==> config.mk <==
export PLATFORM = sky130hd
export DESIGN_NAME = adc_clk_acq
export DESIGN_NICKNAME = d
export VERILOG_FILES = /design/src/rtl/adc_clk_acq_pkg.sv /design/src/rtl/adc_fclk_div.sv /design/src/rtl/adc_conv_div.sv /design/src/rtl/adc_acq_timer.sv /design/src/rtl/adc_clk_acq.sv
export SDC_FILE = /design/constraint.sdc
export NUM_CORES = 1
export LEC_CHECK = 0
export ABC_AREA = 1
export BUFFER_PORTS_ARGS = -buffer_cell sky130_fd_sc_hd__buf_2
export CORE_UTILIZATION = 49
export DETAILED_ROUTE_END_ITERATION = 10
export PLACE_DENSITY = 0.74
export REMOVE_ABC_BUFFERS = 1
export SKIP_CTS_REPAIR_TIMING = 1
export SKIP_LAST_GASP = 1
export SYNTH_ARGS = -nofsm -noshare
export SYNTH_HDL_FRONTEND = slang
export SYNTH_SLANG_ARGS = --single-unit
==> constraint.sdc <==
create_clock -name clk -period 1.46 [get_ports clk]
set_clock_uncertainty 0.05 [all_clocks]
set_input_delay 0.073 -clock clk [delete_from_list [all_inputs] [get_ports clk]]
set_output_delay 0.073 -clock clk [all_outputs]
set_load 0.02 [all_outputs]
==> src/rtl/adc_clk_acq_pkg.sv <==
package adc_clk_acq_pkg;

  // Input cycles between functional-clock pulses for a prescale setting.
  function automatic int fclk_period(input int sel);
    return (sel == 0) ? 1 : 2 * sel;
  endfunction

  // Functional pulses per conversion pulse.
  function automatic int conv_ratio(input logic half);
    return half ? 2 : 1;
  endfunction

endpackage

==> src/rtl/adc_fclk_div.sv <==
module adc_fclk_div #(
  parameter int SEL_W = 4,
  parameter int CNT_W = SEL_W + 1
) (
  input  logic             clk,
  input  logic             rst_n,
  input  logic             clr,
  input  logic             run,
  input  logic [SEL_W-1:0] sel_in,
  output logic             tick,
  output logic [SEL_W-1:0] sel_used
);
  import adc_clk_acq_pkg::*;

  logic [CNT_W-1:0] cnt_q;
  logic [SEL_W-1:0] sel_q;
  logic [CNT_W-1:0] limit;
  logic             terminal;

  always_comb begin
    limit    = CNT_W'(fclk_period(int'(sel_q)) - 1);
    terminal = (cnt_q == limit);
  end

  assign tick     = run & terminal & ~clr;
  assign sel_used = sel_q;

  always_ff @(posedge clk or negedge rst_n) begin
    if (!rst_n) begin
      cnt_q <= '0;
      sel_q <= '0;
    end else if (clr) begin
      cnt_q <= '0;
      sel_q <= '0;
    end else if (run) begin
      if (terminal) begin
        cnt_q <= '0;
        sel_q <= sel_in;
      end else begin
        cnt_q <= cnt_q + 1'b1;
      end
    end
  end

endmodule

==> src/rtl/adc_conv_div.sv <==
module adc_conv_div (
  input  logic clk,
  input  logic rst_n,
  input  logic clr,
  input  logic fclk_tick,
  input  logic half_in,
  output logic tick,
  output logic half_used
);

  logic phase_q;
  logic half_q;
  logic last;

  assign last      = ~half_q | phase_q;
  assign tick      = fclk_tick & last;
  assign half_used = half_q;

  always_ff @(posedge clk or negedge rst_n) begin
    if (!rst_n) begin
      phase_q <= 1'b0;
      half_q  <= 1'b0;
    end else if (clr) begin
      phase_q <= 1'b0;
      half_q  <= 1'b0;
    end else if (fclk_tick) begin
      if (last) begin
        phase_q <= 1'b0;
        half_q  <= half_in;
      end else begin
        phase_q <= 1'b1;
      end
    end
  end

endmodule

==> src/rtl/adc_acq_timer.sv <==
module adc_acq_timer #(
  parameter int LEN_W = 4
) (
  input  logic             clk,
  input  logic             rst_n,
  input  logic             clr,
  input  logic             start,
  input  logic             conv_tick,
  input  logic [LEN_W-1:0] len_in,
  output logic             active,
  output logic             done,
  output logic             last
);

  logic [LEN_W-1:0] rem_q;
  logic             active_q;
  logic             done_q;

  assign last   = active_q & conv_tick & (rem_q == '0);
  assign active = active_q;
  assign done   = done_q;

  always_ff @(posedge clk or negedge rst_n) begin
    if (!rst_n) begin
      rem_q    <= '0;
      active_q <= 1'b0;
      done_q   <= 1'b0;
    end else if (clr) begin
      rem_q    <= '0;
      active_q <= 1'b0;
      done_q   <= 1'b0;
    end else begin
      done_q <= last;
      if (!active_q && start) begin
        active_q <= 1'b1;
        rem_q    <= len_in;
      end else if (last) begin
        active_q <= 1'b0;
      end else if (active_q && conv_tick) begin
        rem_q <= rem_q - 1'b1;
      end
    end
  end

endmodule

==> src/rtl/adc_clk_acq.sv <==
module adc_clk_acq #(
  parameter int SEL_W = 4,
  parameter int LEN_W = 4
) (
  input  logic             clk,
  input  logic             rst_n,
  input  logic             mod_rst_req,
  input  logic [SEL_W-1:0] clk_div_sel,
  input  logic             conv_div2,
  input  logic [LEN_W-1:0] acq_len,
  input  logic             sample_start,
  output logic             fclk_en,
  output logic             conv_clk_en,
  output logic             acq_active,
  output logic             acq_done
);
  localparam int CNT_W = SEL_W + 1;

  // Internal events, named for the checker.
  logic             soft_clr;
  logic             run_q;
  logic             req_d;
  logic             fclk_tick;
  logic             conv_tick;
  logic             win_last;
  logic [SEL_W-1:0] sel_used;
  logic             half_used;

  // A rising request gives one clear cycle; the flag drops by itself.
  always_ff @(posedge clk or negedge rst_n) begin
    if (!rst_n) begin
      req_d    <= 1'b0;
      soft_clr <= 1'b0;
      run_q    <= 1'b0;
    end else begin
      req_d    <= mod_rst_req;
      soft_clr <= mod_rst_req & ~req_d;
      run_q    <= 1'b1;
    end
  end

  adc_fclk_div #(.SEL_W(SEL_W), .CNT_W(CNT_W)) u_fdiv (
    .clk      (clk),
    .rst_n    (rst_n),
    .clr      (soft_clr),
    .run      (run_q),
    .sel_in   (clk_div_sel),
    .tick     (fclk_tick),
    .sel_used (sel_used)
  );

  adc_conv_div u_cdiv (
    .clk       (clk),
    .rst_n     (rst_n),
    .clr       (soft_clr),
    .fclk_tick (fclk_tick),
    .half_in   (conv_div2),
    .tick      (conv_tick),
    .half_used (half_used)
  );

  adc_acq_timer #(.LEN_W(LEN_W)) u_acq (
    .clk       (clk),
    .rst_n     (rst_n),
    .clr       (soft_clr),
    .start     (sample_start),
    .conv_tick (conv_tick),
    .len_in    (acq_len),
    .active    (acq_active),
    .done      (acq_done),
    .last      (win_last)
  );

  assign fclk_en     = fclk_tick;
  assign conv_clk_en = conv_tick;

endmodule

# ---- Yosys cells after proc, flatten, opt, wreduce, memory -nomap -nowiden
# Index checks and enable logic that the tools add are counted.
dict set report word_totals {
  in_bits 13
  word_cells 60
  output_inout_bits 4
  ff_bits 20
}
dict set report classes {
  n_bitwise 10
  muxes 21
  n_eq_ne 2
  addsub 3
  n_reduce_logical 14
}
# cell count
set ops {}
lappend ops {{4-bit two-way mux} 7}
lappend ops {{5-bit two-way mux} 4}
lappend ops {{1-bit two-way mux} 10}
lappend ops {{4-bit logical NOT} 2}
lappend ops {{2-bit nonzero test} 4}
lappend ops {{1-bit bitwise AND} 6}
lappend ops {{2-bit AND reduction} 3}
lappend ops {{3-bit nonzero test} 2}
lappend ops {{5-bit by 1-bit adder with 5-bit output (second input constant)} 1}
lappend ops {{5-bit == test} 1}
lappend ops {{5-bit by 2-bit subtractor with 5-bit output (second input constant)} 1}
lappend ops {{4-bit by 1-bit subtractor with 4-bit output (second input constant)} 1}
lappend ops {{3-bit != test (second input constant)} 1}
lappend ops {{1-bit inverter} 3}
lappend ops {{1-bit logical AND} 2}
lappend ops {{1-bit logical NOT} 1}
lappend ops {{1-bit bitwise OR} 1}

# ---- Longest topological paths before layout
dict set report depth {
  word_depth 12
  mapped_depth 13
}

# ---- Cells and area by module
# From an unflattened synthesis, not the netlist that was laid out.
dict set report hier_totals {
  cells_unflattened 156
  area_unflattened_um2 1178.6
}
# mod cells_per_inst area_each_um2 seq_area_each_um2 n_inst
set modules_own_cells {}
lappend modules_own_cells {adc_fclk_div 85 605.6 225.2 1}
lappend modules_own_cells {adc_acq_timer 52 380.4 150.1 1}
lappend modules_own_cells {adc_conv_div 13 103.8 50.0 1}
lappend modules_own_cells {adc_clk_acq 6 88.8 75.1 1}

# ---- Worst setup path after synthesis
# Ideal clock, no wire load.
dict set report synth_path {
  path_kind {register -> register}
  from {register u_fdiv.sel_q[1] (netlist: u_fdiv.sel_used[1])}
  to {register u_acq.active_q (netlist: u_acq.active)}
  t_arrival_ns 1.637
  setup_time_ns 0.114
  required_time_ns 1.296
  path_slack_ns -0.341
  path_stages_with_launch 11
  path_buffers 0
  path_cell_list {dfrtp_1 -> nor2_4 -> nand2_1 -> nand3_1 -> nand2_1 -> nor2_2 -> nand3_2 -> nor3b_2 -> nand3_1 -> nand2_1 -> inv_1}
}
dict set report synth_via {
  elab_chain_len 10
}
# item line_no
set synth_rtl {}
lappend synth_rtl {{start: declaration} adc_fclk_div.sv:16} ;# logic [SEL_W-1:0] sel_q;
lappend synth_rtl {{start signal: assignment} adc_fclk_div.sv:38} ;# sel_q <= sel_in;
lappend synth_rtl {{4-bit logical NOT} adc_clk_acq_pkg.sv:5} ;# return (sel == 0) ? 1 : 2 * sel;
lappend synth_rtl {{5-bit two-way mux (*)} adc_clk_acq_pkg.sv:5}
lappend synth_rtl {{5-bit by 2-bit subtractor with 5-bit output (*)} adc_fclk_div.sv:21} ;# limit = CNT_W'(fclk_period(int'(sel_q)) - 1);
lappend synth_rtl {{5-bit == test (*)} adc_fclk_div.sv:22} ;# terminal = (cnt_q == limit);
lappend synth_rtl {{1-bit bitwise AND (*) (2 in a row)} adc_fclk_div.sv:25} ;# assign tick = run & terminal & ~clr;
lappend synth_rtl {{1-bit bitwise AND (*)} adc_conv_div.sv:16} ;# assign tick = fclk_tick & last;
lappend synth_rtl {{via conv_clk_en} adc_clk_acq.sv:13} ;# output logic conv_clk_en,
lappend synth_rtl {{1-bit bitwise AND (*) (2 in a row)} adc_acq_timer.sv:19} ;# assign last = active_q & conv_tick & (rem_q == '0);
lappend synth_rtl {{3-bit nonzero test (no source line) (*)} --}
lappend synth_rtl {{end signal: assignment} adc_acq_timer.sv:26} ;# active_q <= 1'b0;
lappend synth_rtl {{end signal: assignment} adc_acq_timer.sv:30} ;# active_q <= 1'b0;
lappend synth_rtl {{end signal: assignment} adc_acq_timer.sv:35} ;# active_q <= 1'b1;
lappend synth_rtl {{end: declaration} adc_acq_timer.sv:16} ;# logic active_q;
# Mark *: on every way through the listed nets, which the timed path passes. The rest lies on a longest branch.
# A chain may end at the register's enable or synchronous reset.

# ---- Worst setup path after layout
dict set report layout_path {
  from {register u_fdiv.sel_q[0] (netlist: u_fdiv.sel_used[0])}
  to {output conv_clk_en}
}
dict set report layout_via {
  elab_chain_len 7
}
# item line_no
set layout_rtl {}
lappend layout_rtl {{4-bit logical NOT} adc_clk_acq_pkg.sv:5}
lappend layout_rtl {{5-bit two-way mux (*)} adc_clk_acq_pkg.sv:5}
lappend layout_rtl {{5-bit by 2-bit subtractor with 5-bit output (*)} adc_fclk_div.sv:21}
lappend layout_rtl {{5-bit == test (*)} adc_fclk_div.sv:22}
lappend layout_rtl {{1-bit bitwise AND (*) (2 in a row)} adc_fclk_div.sv:25}
lappend layout_rtl {{1-bit bitwise AND (*)} adc_conv_div.sv:16}
lappend layout_rtl {{end: declaration} adc_clk_acq.sv:13}
# Every way passes the cells marked *; elsewhere a longest branch is shown, timed or not.

==> summary.txt <==
Timing
  • Final hold violations: 0
  • Setup WS post-layout: -0.600 ns
  • Slew Limit Fails: 0
  • Crit share post-route: 141%
  • Hold Slack: 0.0749 ns
  • Count of final setup violators: 19
  • RSZ-0062 raised after global routing: yes
  • F_max: 0.485 GHz
  • Tmin final: 2.06 ns

Placement
  • Post-DP HPWL: 1.80 mm
  • RD Place Congestion: 0.832
  • Number of port buffers: 16
  • Worst slack, placed: -0.319 ns

GRT
  • Global routing's busiest layer: met2
  • Total GRT Usage: 22.5%
  • Vias in the first global route: 997
  • Met2 Track Usage GR: 37.8%
  • Met3 Usage GRT: 3.70%
  • Met1 usage: 28.7%
  • First-pass GRT wire length: 4.16 mm
  • Initial antenna violation count: 0
  • Total congestion overflow: 0
  • Largest net degree at the start of global routing: 21

Die
  • Die H: 49.8 microns
  • Top-level port count: 17
  • Site Rows: 16
  • Die ar.: 2480 sq um
  • Die width: 49.8 microns
  • Initial Util: 54.7%
  • Core region area: 2040 sq um

Power and ir drop
  • VDD IR max: 1.05 mV
  • Power per cell area: 1590 nW/um^2
  • Power, Total: 0.00239 W
  • Static Leak: 0.778 nW

Flow run
  • Max Cap Violations: 0

Routing
  • Total wire length: 2.57 mm
  • DRC viols: 0
  • DRT Pass-1 Iters: 4
  • Vias per inst: 4.99
  • Antenna Nets Post-Route: 0
  • Initial DRC count: 19
  • DR vias: 1073
  • DR WL/cell: 12.0 microns

Clock network
  • H-tree Lvls: 1
  • Worst-Skew Late Latency: 0.29 ns
  • CTS tree: built
  • Reg clk slew, reported paths: 0.10 ns
  • Cts bufs inserted: 3
  • Clock Tree Root: clkbuf_4
  • Longest Clk Path Bufs: 2
  • Clk sinks: 20

Setup path
  • Critical path class: reg -> out
  • Nature of the critical path startpoint: flip-flop
  • Flop2flop setup slack: -0.49 ns
  • Crit path cell chain: nor2_4, nand3_1, nand2_1, nand2_1, nor2_2, nand3_4, nor3b_4, buf_6
  • Worst path required time: 1.34 ns
  • Max stage delay on crit path: 0.45 ns
  • Most frequent CP cell: nand2_1
  • Crit end category: output pin
  • Critical-path maximum fanout: 7
  • Slowest CP cell: dfrtp_1
  • WP data arrival: 1.94 ns

Synth
  • Avg Cell Area, Syn: 7.71 sq um
  • Synth Instances: 145
  • Area of the mapped netlist: 1120 sq um
  • Area leader, netlist: dfrtp_1
  • Unique masters post-synth: 24
  • Share of the synthesized area in the top cell type: 44.8%
  • Ys Warns: 0
  • Flops & latches, synth: 20
  • Synth area leaders: dfrtp_1, nand2_1, nand3_1, inv_1, o21ai_0
  • Sequential-to-total area share from yosys stat: 44.8%

Outcome
  • Violated checks: setup timing
  • Run status: complete, but fails checks

Hold path
  • Hold Path Class: in -> reg

Layout
  • Post-route core utilization: 73.7%
  • Nets: 204
  • Area Growth Syn to Fin: 34.6%
  • Ant diodes: 0
  • Share of cells above drive strength 1: 27.7%
synthesized netlist by cell type:
master,number
nand4_4,1
and2_1,1
a21oi_1,2
nor2_4,3
nor2_1,13
o21ai_0,10
ha_1,2
nor3_1,1
nand2_2,1
conb_1,1
nor2_2,1
inv_1,17
nand2_1,45
o22ai_1,1
nand2_4,1
o21ai_1,1
nand3_1,17
nor3b_2,1
dfrtp_1,20
xnor2_1,1
inv_2,1
o211ai_1,1
nand3_2,1
xor2_1,2
state kept, by name (all words and copies together) (netlist names):
register          count
req_d                 1
run_q                 1
soft_clr              1
u_acq.active          1
u_acq.done            1
u_acq.rem_q           4
u_cdiv.half_used      1
u_cdiv.phase_q        1
u_fdiv.cnt_q          5
u_fdiv.sel_used       4
final timing paths:
check	cells past startpoint	from	to
min	5	acq_len[1]	u_acq.rem_q[1]
max in group asynchronous	2	rst_n	u_fdiv.sel_used[0]
min reg2reg	1	req_d	soft_clr
min in group asynchronous	2	rst_n	u_fdiv.cnt_q[3]
max reg2reg	11	u_fdiv.sel_used[0]	u_acq.active
max	8	u_fdiv.sel_used[0]	conv_clk_en
layer usage:
| metal | up-vias | part of all wire, % |
|---|---|---|
| met2 | 25 | 52 |
| met1 | 496 | 44 |
| met3 | 4 | 2.8 |
| met4 | 0 | 1.5 |
| met5 | - | 0 |
| li1 | 548 | - |
placed cells by master, fill, tap and decap left out:
cell type and count:
xnor2_1 1, conb_1 1, nor2_2 1, clkbuf_4 3, o22ai_1 1, nand3_1 15, nand3_4 1, nand4_4 1
ha_1 2, nor2_4 3, o21ai_0 5, nor2_1 13, o21ai_2 2, a21oi_1 1, nand2_2 2, buf_2 14
clkbuf_8 1, nand2_4 1, a21oi_2 1, buf_4 17, dfrtp_1 20, nor3b_4 1, nand3_2 2, inv_1 17
nand2_1 44, xor2_1 2, o211ai_1 1, and2_1 1, dlygate4sd3_1 7, nor3_1 1, o21ai_1 4, inv_2 1
buf_6 1
power breakdown:
part / leakage, nW / total, W / switching, W / internal, W
combinational: 0.499 / 0.00125 / 0.000708 / 0.000544
sequential: 0.257 / 0.000823 / 0.000125 / 0.000698
clock: 0.0210 / 0.000313 / 0.000161 / 0.000152
total: 0.778 / 0.00239 / 0.000994 / 0.00139
critical path: cells and delay by family, from the launching register on:
kind / cells / cell delay (ns)
buffers and inverters: 1 / 0.16
flip-flops: 1 / 0.45
AND/OR/NAND/NOR: 7 / 1.04
area by class of cell:
class                           count  area (sq um)
Multi-Input combinational cell    107           587
Fill cell                         179           538
Sequential cell                    20           500
Timing Repair Buffer               39           279
Inverter                           18          67.6
Clock buffer                        4          36.3
Tap cell                           27          33.8
per-stage QoR:
| step | std cells | setup TNS [ns] | cell area [sq um] |
|---|---|---|---|
| 2_1_floorplan | 145 | -1.82 | 1120 |
| 3_3_place_gp | 202 | -2.22 | 1340 |
| 3_5_place_dp | 202 | -4.19 | 1340 |
| 4_1_cts | 206 | -5.15 | 1370 |
| 5_1_grt | 215 | -9.48 | 1500 |
| 6_report | 215 | -7.53 | 1500 |
logic make-up (layout without fill, tap and decap cells):
family / count (synthesis) / after routing / synth area share [%]
xor+xnor: 3 / 3 / 2.35
simple gates: 86 / 86 / 37.2
fa+ha+maj: 2 / 2 / 2.24
other cells: 1 / 1 / 0.336
compound gates: 15 / 15 / 7.06
buf+inv: 18 / 61 / 6.05
flops: 20 / 20 / 44.8
(Power assumes the default switching activity.)
